--- config.mk ---
export PLATFORM = sky130hd
export DESIGN_NAME = conv_fault_supervisor
export DESIGN_NICKNAME = d
export VERILOG_FILES = /design/src/rtl/cfs_pkg.sv /design/src/rtl/cfs_sync.sv /design/src/rtl/cfs_oc_qual.sv /design/src/rtl/cfs_latch_ctl.sv /design/src/rtl/conv_fault_supervisor.sv
export SDC_FILE = /design/constraint.sdc
export NUM_CORES = 1
export LEC_CHECK = 0
export BUFFER_PORTS_ARGS = -buffer_cell sky130_fd_sc_hd__buf_2
export CAP_MARGIN = 40
export CORE_ASPECT_RATIO = 1.4
export CORE_MARGIN = 5
export CORE_UTILIZATION = 37
export DETAILED_ROUTE_END_ITERATION = 8
export HOLD_SLACK_MARGIN = 0.1
export SLEW_MARGIN = 20
export SYNTH_ARGS = -nofsm -noshare
export SYNTH_HDL_FRONTEND = slang
export SYNTH_SLANG_ARGS = --single-unit
--- constraint.sdc ---
create_clock -name clk -period 2.2 [get_ports clk]
set_input_delay 0 -clock clk [delete_from_list [all_inputs] [get_ports clk]]
set_output_delay 0 -clock clk [all_outputs]
set_load 0.1 [all_outputs]
--- src/rtl/cfs_pkg.sv ---
package cfs_pkg;
   localparam int unsigned CFS_SYNC_MIN = 2;
   localparam int unsigned CFS_QUAL_MIN = 2;

   typedef struct packed {
      logic en;
      logic hi;
      logic lo;
      logic vid;
   } cfs_ctl_t;

   function automatic int unsigned cfs_cnt_w(input int unsigned limit);
      return $clog2(limit + 1);
   endfunction
endpackage

--- src/rtl/cfs_sync.sv ---
module cfs_sync #(
   parameter int unsigned W      = 1,
   parameter int unsigned STAGES = 2
) (
   input  logic         clk,
   input  logic         rst_n,
   input  logic [W-1:0] d,
   output logic [W-1:0] q
);
   logic [W-1:0] stg [STAGES];

   always_ff @(posedge clk or negedge rst_n) begin
      if (!rst_n) begin
         for (int i = 0; i < STAGES; i++) stg[i] <= '0;
      end else begin
         stg[0] <= d;
         for (int i = 1; i < STAGES; i++) stg[i] <= stg[i-1];
      end
   end

   assign q = stg[STAGES-1];
endmodule

--- src/rtl/cfs_oc_qual.sv ---
module cfs_oc_qual #(
   parameter int unsigned OC_QUAL = 8
) (
   input  logic clk,
   input  logic rst_n,
   input  logic run,
   input  logic oc,
   output logic skip,
   output logic expire
);
   import cfs_pkg::*;
   localparam int unsigned CW = cfs_cnt_w(OC_QUAL);
   localparam logic [CW-1:0] LAST = CW'(OC_QUAL);

   logic [CW-1:0] cnt;
   logic          busy;

   assign busy   = (cnt != '0);
   assign skip   = busy & run;
   assign expire = run & (cnt == LAST) & oc;

   always_ff @(posedge clk or negedge rst_n) begin
      if (!rst_n)              cnt <= '0;
      else if (!run)           cnt <= '0;
      else if (!busy)          cnt <= oc ? CW'(1) : '0;
      else if (cnt == LAST)    cnt <= '0;
      else                     cnt <= cnt + CW'(1);
   end
endmodule

--- src/rtl/cfs_latch_ctl.sv ---
module cfs_latch_ctl (
   input  logic clk,
   input  logic rst_n,
   input  logic s_en,
   input  logic s_hi,
   input  logic s_lo,
   input  logic trip,
   output logic active,
   output logic latched
);
   logic sup_ok, sup_prev, en_prev, restart;

   assign restart = (s_en & ~en_prev) | (sup_ok & ~sup_prev);
   assign active  = sup_ok & s_en;

   always_ff @(posedge clk or negedge rst_n) begin
      if (!rst_n) begin
         sup_ok   <= 1'b0;
         sup_prev <= 1'b0;
         en_prev  <= 1'b0;
         latched  <= 1'b0;
      end else begin
         if (s_hi)      sup_ok <= 1'b1;
         else if (s_lo) sup_ok <= 1'b0;
         sup_prev <= sup_ok;
         en_prev  <= s_en;
         if (restart)                         latched <= 1'b0;
         else if (active & ~latched & trip)   latched <= 1'b1;
      end
   end
endmodule

--- src/rtl/conv_fault_supervisor.sv ---
module conv_fault_supervisor #(
   parameter int unsigned NUM_SW      = 2,
   parameter int unsigned NUM_LIN     = 1,
   parameter int unsigned CORE_IDX    = 0,
   parameter int unsigned OC_QUAL     = 8,
   parameter int unsigned SYNC_STAGES = 2,
   localparam int unsigned RAILS      = NUM_SW + NUM_LIN
) (
   input  logic              clk,
   input  logic              rst_n,
   input  logic              enable,
   input  logic              vcc_above_hi,
   input  logic              vcc_below_lo,
   input  logic              vid_busy,
   input  logic [RAILS-1:0]  oc_flag,
   input  logic [RAILS-1:0]  uv_flag,
   input  logic [NUM_SW-1:0] ov_flag,
   output logic [RAILS-1:0]  skip_cmd,
   output logic [NUM_SW-1:0] force_low,
   output logic              gate_en,
   output logic              shut_latch,
   output logic              pg_fault
);
   import cfs_pkg::*;
   localparam int unsigned FW = 2 * RAILS + NUM_SW;

   if (NUM_SW < 1)                 begin : g_bad_sw   $error("NUM_SW must be at least 1"); end
   if (CORE_IDX >= NUM_SW)         begin : g_bad_core $error("CORE_IDX must name a switching rail"); end
   if (OC_QUAL < CFS_QUAL_MIN)     begin : g_bad_qual $error("OC_QUAL too small"); end
   if (SYNC_STAGES < CFS_SYNC_MIN) begin : g_bad_sync $error("SYNC_STAGES too small"); end

   cfs_ctl_t          ctl_raw, ctl_s;
   logic [FW-1:0]     flg_s;
   logic [RAILS-1:0]  s_oc, s_uv, uv_cnt, expire;
   logic [NUM_SW-1:0] s_ov;
   logic              active, run, trip;

   assign ctl_raw = '{en: enable, hi: vcc_above_hi, lo: vcc_below_lo, vid: vid_busy};

   cfs_sync #(.W($bits(cfs_ctl_t)), .STAGES(SYNC_STAGES)) u_sync_ctl (
      .clk(clk), .rst_n(rst_n), .d(ctl_raw), .q(ctl_s)
   );

   cfs_sync #(.W(FW), .STAGES(SYNC_STAGES)) u_sync_flg (
      .clk(clk), .rst_n(rst_n), .d({ov_flag, uv_flag, oc_flag}), .q(flg_s)
   );

   assign s_oc = flg_s[RAILS-1:0];
   assign s_uv = flg_s[2*RAILS-1:RAILS];
   assign s_ov = flg_s[FW-1:2*RAILS];

   for (genvar r = 0; r < RAILS; r++) begin : g_rail
      if (r == CORE_IDX) begin : g_core
         assign uv_cnt[r] = s_uv[r] & ~ctl_s.vid;
      end else begin : g_other
         assign uv_cnt[r] = s_uv[r];
      end
      cfs_oc_qual #(.OC_QUAL(OC_QUAL)) u_oc (
         .clk(clk), .rst_n(rst_n), .run(run), .oc(s_oc[r]),
         .skip(skip_cmd[r]), .expire(expire[r])
      );
   end

   assign trip = (|uv_cnt) | (|expire);

   cfs_latch_ctl u_latch (
      .clk(clk), .rst_n(rst_n), .s_en(ctl_s.en), .s_hi(ctl_s.hi), .s_lo(ctl_s.lo),
      .trip(trip), .active(active), .latched(shut_latch)
   );

   assign run       = active & ~shut_latch;
   assign gate_en   = run;
   assign force_low = s_ov & {NUM_SW{run}};
   assign pg_fault  = ~run | (|uv_cnt) | (|s_ov) | (|skip_cmd);
endmodule

# Word level (Yosys, flattened, before mapping)

Index checks and enable logic that the tools add are counted.

Add/sub/neg operators: 3
Eq/ne operators: 3
Multiplexer cells: 16
Bitwise operators: 26
Reductions and logical operators: 9

Operators by type and width:

| kind                  | number |
|---|---|
| $mux W4               | 9 |
| $and A1 B1 Y1         | 15 |
| $add A4 B1 Y4 const B | 3 |
| $eq A4 B4 Y1 const B  | 3 |
| $reduce_bool A4 Y1    | 3 |
| $reduce_or A3 Y1      | 3 |
| $mux W1               | 7 |
| $not A1 Y1            | 5 |
| $or A1 B1 Y1          | 5 |
| $reduce_bool A2 Y1    | 2 |
| $and A2 B2 Y2         | 1 |
| $reduce_or A2 Y1      | 1 |

Register bits: 40
Input bits: 14
Output and inout bits: 8
Word-level logic and storage cells: 68

# Logic depth before layout (Yosys ltp)

Word-level depth: 9
Gate-level depth with buffers: 6

# Cells and area by module

Synthesis repeated with hierarchy kept, for this count alone.

Cell total of the unflattened synthesis: 129
Area, all modules: 1632.8 µm²

By module, submodules not included:

| module                | instances | cells an instance | area an instance (µm²) | seq. area each (µm²) |
|---|---|---|---|---|
| cfs_oc_qual           | 3         | 24                | 244.0                  | 100.1 |
| cfs_sync (u_sync_flg) | 1         | 24                | 460.4                  | 400.4 |
| cfs_sync (u_sync_ctl) | 1         | 12                | 230.2                  | 200.2 |
| cfs_latch_ctl         | 1         | 11                | 142.6                  | 100.1 |
| conv_fault_supervisor | 1         | 10                | 67.6                   | 0.0 |

# Worst setup path after synthesis

No wires, ideal clock.

Kind: flip-flop to output port
From: register u_latch.latched
To: output pg_fault
Data arrival time: 2.430 ns
Data required time: 2.200 ns
Slack: -0.230 ns
Stages on the path, launching flop included: 5
Cell sequence: dfrtp_1 > or2_4 > clkinv_4 > and3_1 > nand4_1

Cells in the longest elaborated chain, start to end: 6

RTL lines:

| what                      | RTL line                    | text |
|---|---|---|
| start, declared           | cfs_latch_ctl.sv:9          | `output logic latched` |
| start signal, assigned    | cfs_latch_ctl.sv:21         | `latched <= 1'b0;` |
| start signal, assigned    | cfs_latch_ctl.sv:27         | `if (restart) latched <= 1'b0;` |
| start signal, assigned    | cfs_latch_ctl.sv:28         | `else if (active & ~latched & trip) latched <= 1'b1;` |
| $not A1 Y1 (*)            | conv_fault_supervisor.sv:71 | `assign run = active & ~shut_latch;` |
| $and A1 B1 Y1 (*)         | conv_fault_supervisor.sv:71 |  |
| via gate_en               | conv_fault_supervisor.sv:20 | `output logic gate_en,` |
| $not A1 Y1                | conv_fault_supervisor.sv:74 | `assign pg_fault = ~run \| (\|uv_cnt) \| (\|s_ov) \| (\|skip_cmd);` |
| $or A1 B1 Y1 (2 in a row) | conv_fault_supervisor.sv:74 |  |
| $or A1 B1 Y1 (*)          | conv_fault_supervisor.sv:74 |  |
| end, declared             | conv_fault_supervisor.sv:22 | `output logic pg_fault` |

Mark *: on every way through the listed nets, which the timed path passes. The rest lies on a longest branch.

# Worst setup path in the final report

From: register g_rail[1].u_oc.cnt[0]
To: output pg_fault

Cells in the longest elaborated chain, start to end: 4

RTL lines:

| what                   | RTL line                    | text |
|---|---|---|
| start, declared        | cfs_oc_qual.sv:15           | `logic [CW-1:0] cnt;` |
| start signal, assigned | cfs_oc_qual.sv:25           | `else if (!busy) cnt <= oc ? CW'(1) : '0;` |
| start signal, assigned | cfs_oc_qual.sv:27           | `else cnt <= cnt + CW'(1);` |
| $reduce_bool A4 Y1     | cfs_oc_qual.sv:18           | `assign busy = (cnt != '0);` |
| $and A1 B1 Y1          | cfs_oc_qual.sv:19           | `assign skip = busy & run;` |
| $reduce_or A3 Y1       | conv_fault_supervisor.sv:74 |  |
| $or A1 B1 Y1           | conv_fault_supervisor.sv:74 |  |

Every way passes these cells.

==> qor.txt <==
Combinational power share - 13.1%
Vias per cell - 4.76
WP data arrival - 1.95 ns
Max frequency - 513 MHz
Die height - 85.5 µm
Initial detailed-routing violation count - 46
First-pass GRT wire length - 4.40 mm
Power Density - 831 mW/mm²
Post-route setup TNS - 0 ns
Die width - 64.0 µm
Maximum clock insertion buffer count - 2
Final setup vio count - 0
Sequential area share after synthesis - 66.4%
Most frequent cells in the layout - 39 x dfrtp_1, 21 x buf_2, 16 x nor2_1, 13 x dlygate4sd3_1, 12 x inv_1
Peak supply drop - 0.584 mV
Asr flop ratio synth - 100%
Clk root buf - clkbuf_8
Startpoint types - register
Int Pwr - 0.00118 W
Most common cell after layout, fill and taps aside - dfrtp_1
Routed Antenna Nets - 0
H-tree levels - 2
Synthesis-stage register bit count - 40
GRT Total Usage - 10.4%
CP Capture Type - output port
Yosys cell types - 25
Vias - 966
Clock Skew - 0.00563 ns
Post-synth top flop - dfrtp_1
Tmin final - 1.95 ns
Row count - 27
Initial Utilization - 38.1%
Routed length per instance - 12.6 µm
WP buf/inv - 2
Max incr delay on CP - 0.42 ns
WS Path Type - reg -> out
Initial antenna violation count - 0
Pin count of the biggest net entering global routing - 41
GRT overflow - 0
Number of remaining DRC errors - 0
Non-Filler Instances - 203
Inserted Clock Buffers - 5
I/O Buffers - 21
Worst rel slew slack - 67.6%
Worst hold path class - in -> async
I/O pin cnt - 22
Layout cells sized above 1 - 23.8%
DRT Pass-1 Iters - 4
Max Slew Vio Count - 0
CTS tree - yes
Placed Cells - 181
Average cell area after synthesis - 12.5 µm²
Worst-skew pair later-pin latency - 0.29 ns
Max cap viols - 0
Pleak - 0.903 nW
Syn Inst Count - 121
Actual slew at the worst max-slew pin - 0.489 ns
Clock Power Share - 36.9%
# diodes - 0
Kind of cell adding the most delay to the critical path - simple AND/OR/NAND/NOR gates
Pre-CTS setup slack - 0.596 ns
Status - completed
Core area - 0.00395 mm²
Critical-path cell list - inv_1 -> ha_1 -> nor2b_2 -> nor4b_1 -> nand4_1 -> buf_2
Clk slew on worst S/H paths - 0.08 ns
WP data required - 2.20 ns
Final hold vios - 0
GPL Wtd Cong - 0.704
Die Area - 0.00547 mm²
RSZ-0062 raised after global routing - false
Worst setup margin - 0.251 ns
Vias in the first global route - 1015
CP startpoint - g_rail[1].u_oc.cnt[0]
Final wirelength - 2.56 mm
Switching share of power - 25.7%
Crit path max fanout - 5
Cell Area, Synth - 0.00151 mm²
R2r startpoint - g_rail[1].u_oc.cnt[0]
Sequential Power Share - 50.0%
Switching power - 0.000406 W
Critical-path top delay cell - dfrtp_1
Clock sink count - 40
Tcrit/Tclk final - 88.6%
Nets - 179
Post-synth EDFFs - 0
Syn Nets - 141
Area grow syn2layout - 26.5%
Post-detail-place hpwl - 1.71 mm
Total power - 0.00158 W
Yosys Warn Count - 0
==> power by group through the flow <==
stage / Clock (W) / Combinational (W) / Sequential (W)
finish: 0.000585 / 0.000208 / 0.000791
global route: 0.000639 / 0.000225 / 0.000796
CTS: 0.000600 / 0.000203 / 0.000792
detailed placement: 0 / 0.000185 / 0.000806
global placement: 0 / 0.000180 / 0.000803
floorplan: 0 / 0.000127 / 0.000815
==> layout make-up <==
type	instances	area, µm²
inverters	13	53.8
multi-input cells	64	423
well taps	43	53.8
repair buffers	35	263
flip-flops and latches	40	1000
clock inverters	3	42.5
fillers	346	2050
clock buffers	5	68.8
==> state kept, by name (all words and copies together), names as in the netlist <==
register	flops
u_latch.en_prev	1
u_sync_ctl.stg	4
g_rail.u_oc.cnt	12
u_sync_flg.q	8
u_latch.latched	1
u_latch.sup_prev	1
u_sync_ctl.q	4
u_sync_flg.stg	8
u_latch.sup_ok	1
==> metal layers <==
layer	part of all wire, %	GRT usage (%)
met3	4.9	4.46
met4	1.8	5.86
met1	42	11.3
met2	52	16.7
met5	0	0
==> Yosys cell counts (all sizes together), types with 2 or more instances <==
cell   number  share of area [%]
dfrtp      40                 66
and3        2               0.83
a31oi       3                1.2
xnor2       2                1.2
ha          6                5.0
nand4       2               0.83
nor2       16                4.0
nand3       3                1.0
a21oi       5                1.7
mux2i       3                2.0
nand2       3               0.75
buf         4                2.0
nor2b       3                2.1
and2        6                2.5
inv        12                3.0
nor3        3                1.0
==> per-stage QoR <==
stage / area, µm² / hold WS (ns) / util (%)
finish: 1910 / 0.151 / 48.2
global route: 1910 / 0.189 / 48.2
CTS: 1880 / 0.335 / 47.5
detailed placement: 1640 / 0.109 / 41.4
global placement: 1640 / 0.108 / 41.4
floorplan: 1510 / -0.296 / -
==> final timing paths <==
| check | endpoint | slack [ns] | cells past startpoint |
|---|---|---|---|
| max | pg_fault | 0.25 | 6 |
| min | g_rail[1].u_oc.cnt[2] | 0.15 | 2 |
| max reg2reg | u_latch.latched | 0.81 | 6 |
| min reg2reg | u_sync_flg.q[3] | 0.35 | 0 |
| max in group asynchronous | u_latch.latched | 1.60 | 3 |
| min in group clk | u_sync_flg.q[3] | 0.35 | 0 |
==> cells by family (layout without fill, tap and decap cells) <==
logic type / after synthesis / in the layout / share of synthesized area (%)
AO/OA/AOI/OAI: 12 / 12 / 5.06
XOR/XNOR: 2 / 2 / 1.16
adder cells (fa/ha/maj): 6 / 6 / 4.98
buffers and inverters: 17 / 56 / 5.56
flip-flops: 40 / 40 / 66.4
multiplexers: 3 / 3 / 1.99
AND/OR/NAND/NOR: 41 / 41 / 14.9
==> timing repair <==
item | in CTS | in global routing
hold buffers | 13 | 0
hold endpoints to repair | 52 | 0
setup buffers | 0 | 0
resized for setup | 0 | 0
setup endpoints to repair | 0 | 0
==> worst register-to-register path, delay by kind of cell (launching register included) <==
kind | cells | cell delay [ns]
AOI/OAI and AO/OA | 1 | 0.13
adders and majority gates | 1 | 0.18
buffers and inverters | 1 | 0.07
DFF | 1 | 0.42
and+or+nand+nor | 3 | 0.52
(Power assumes the default switching activity.)
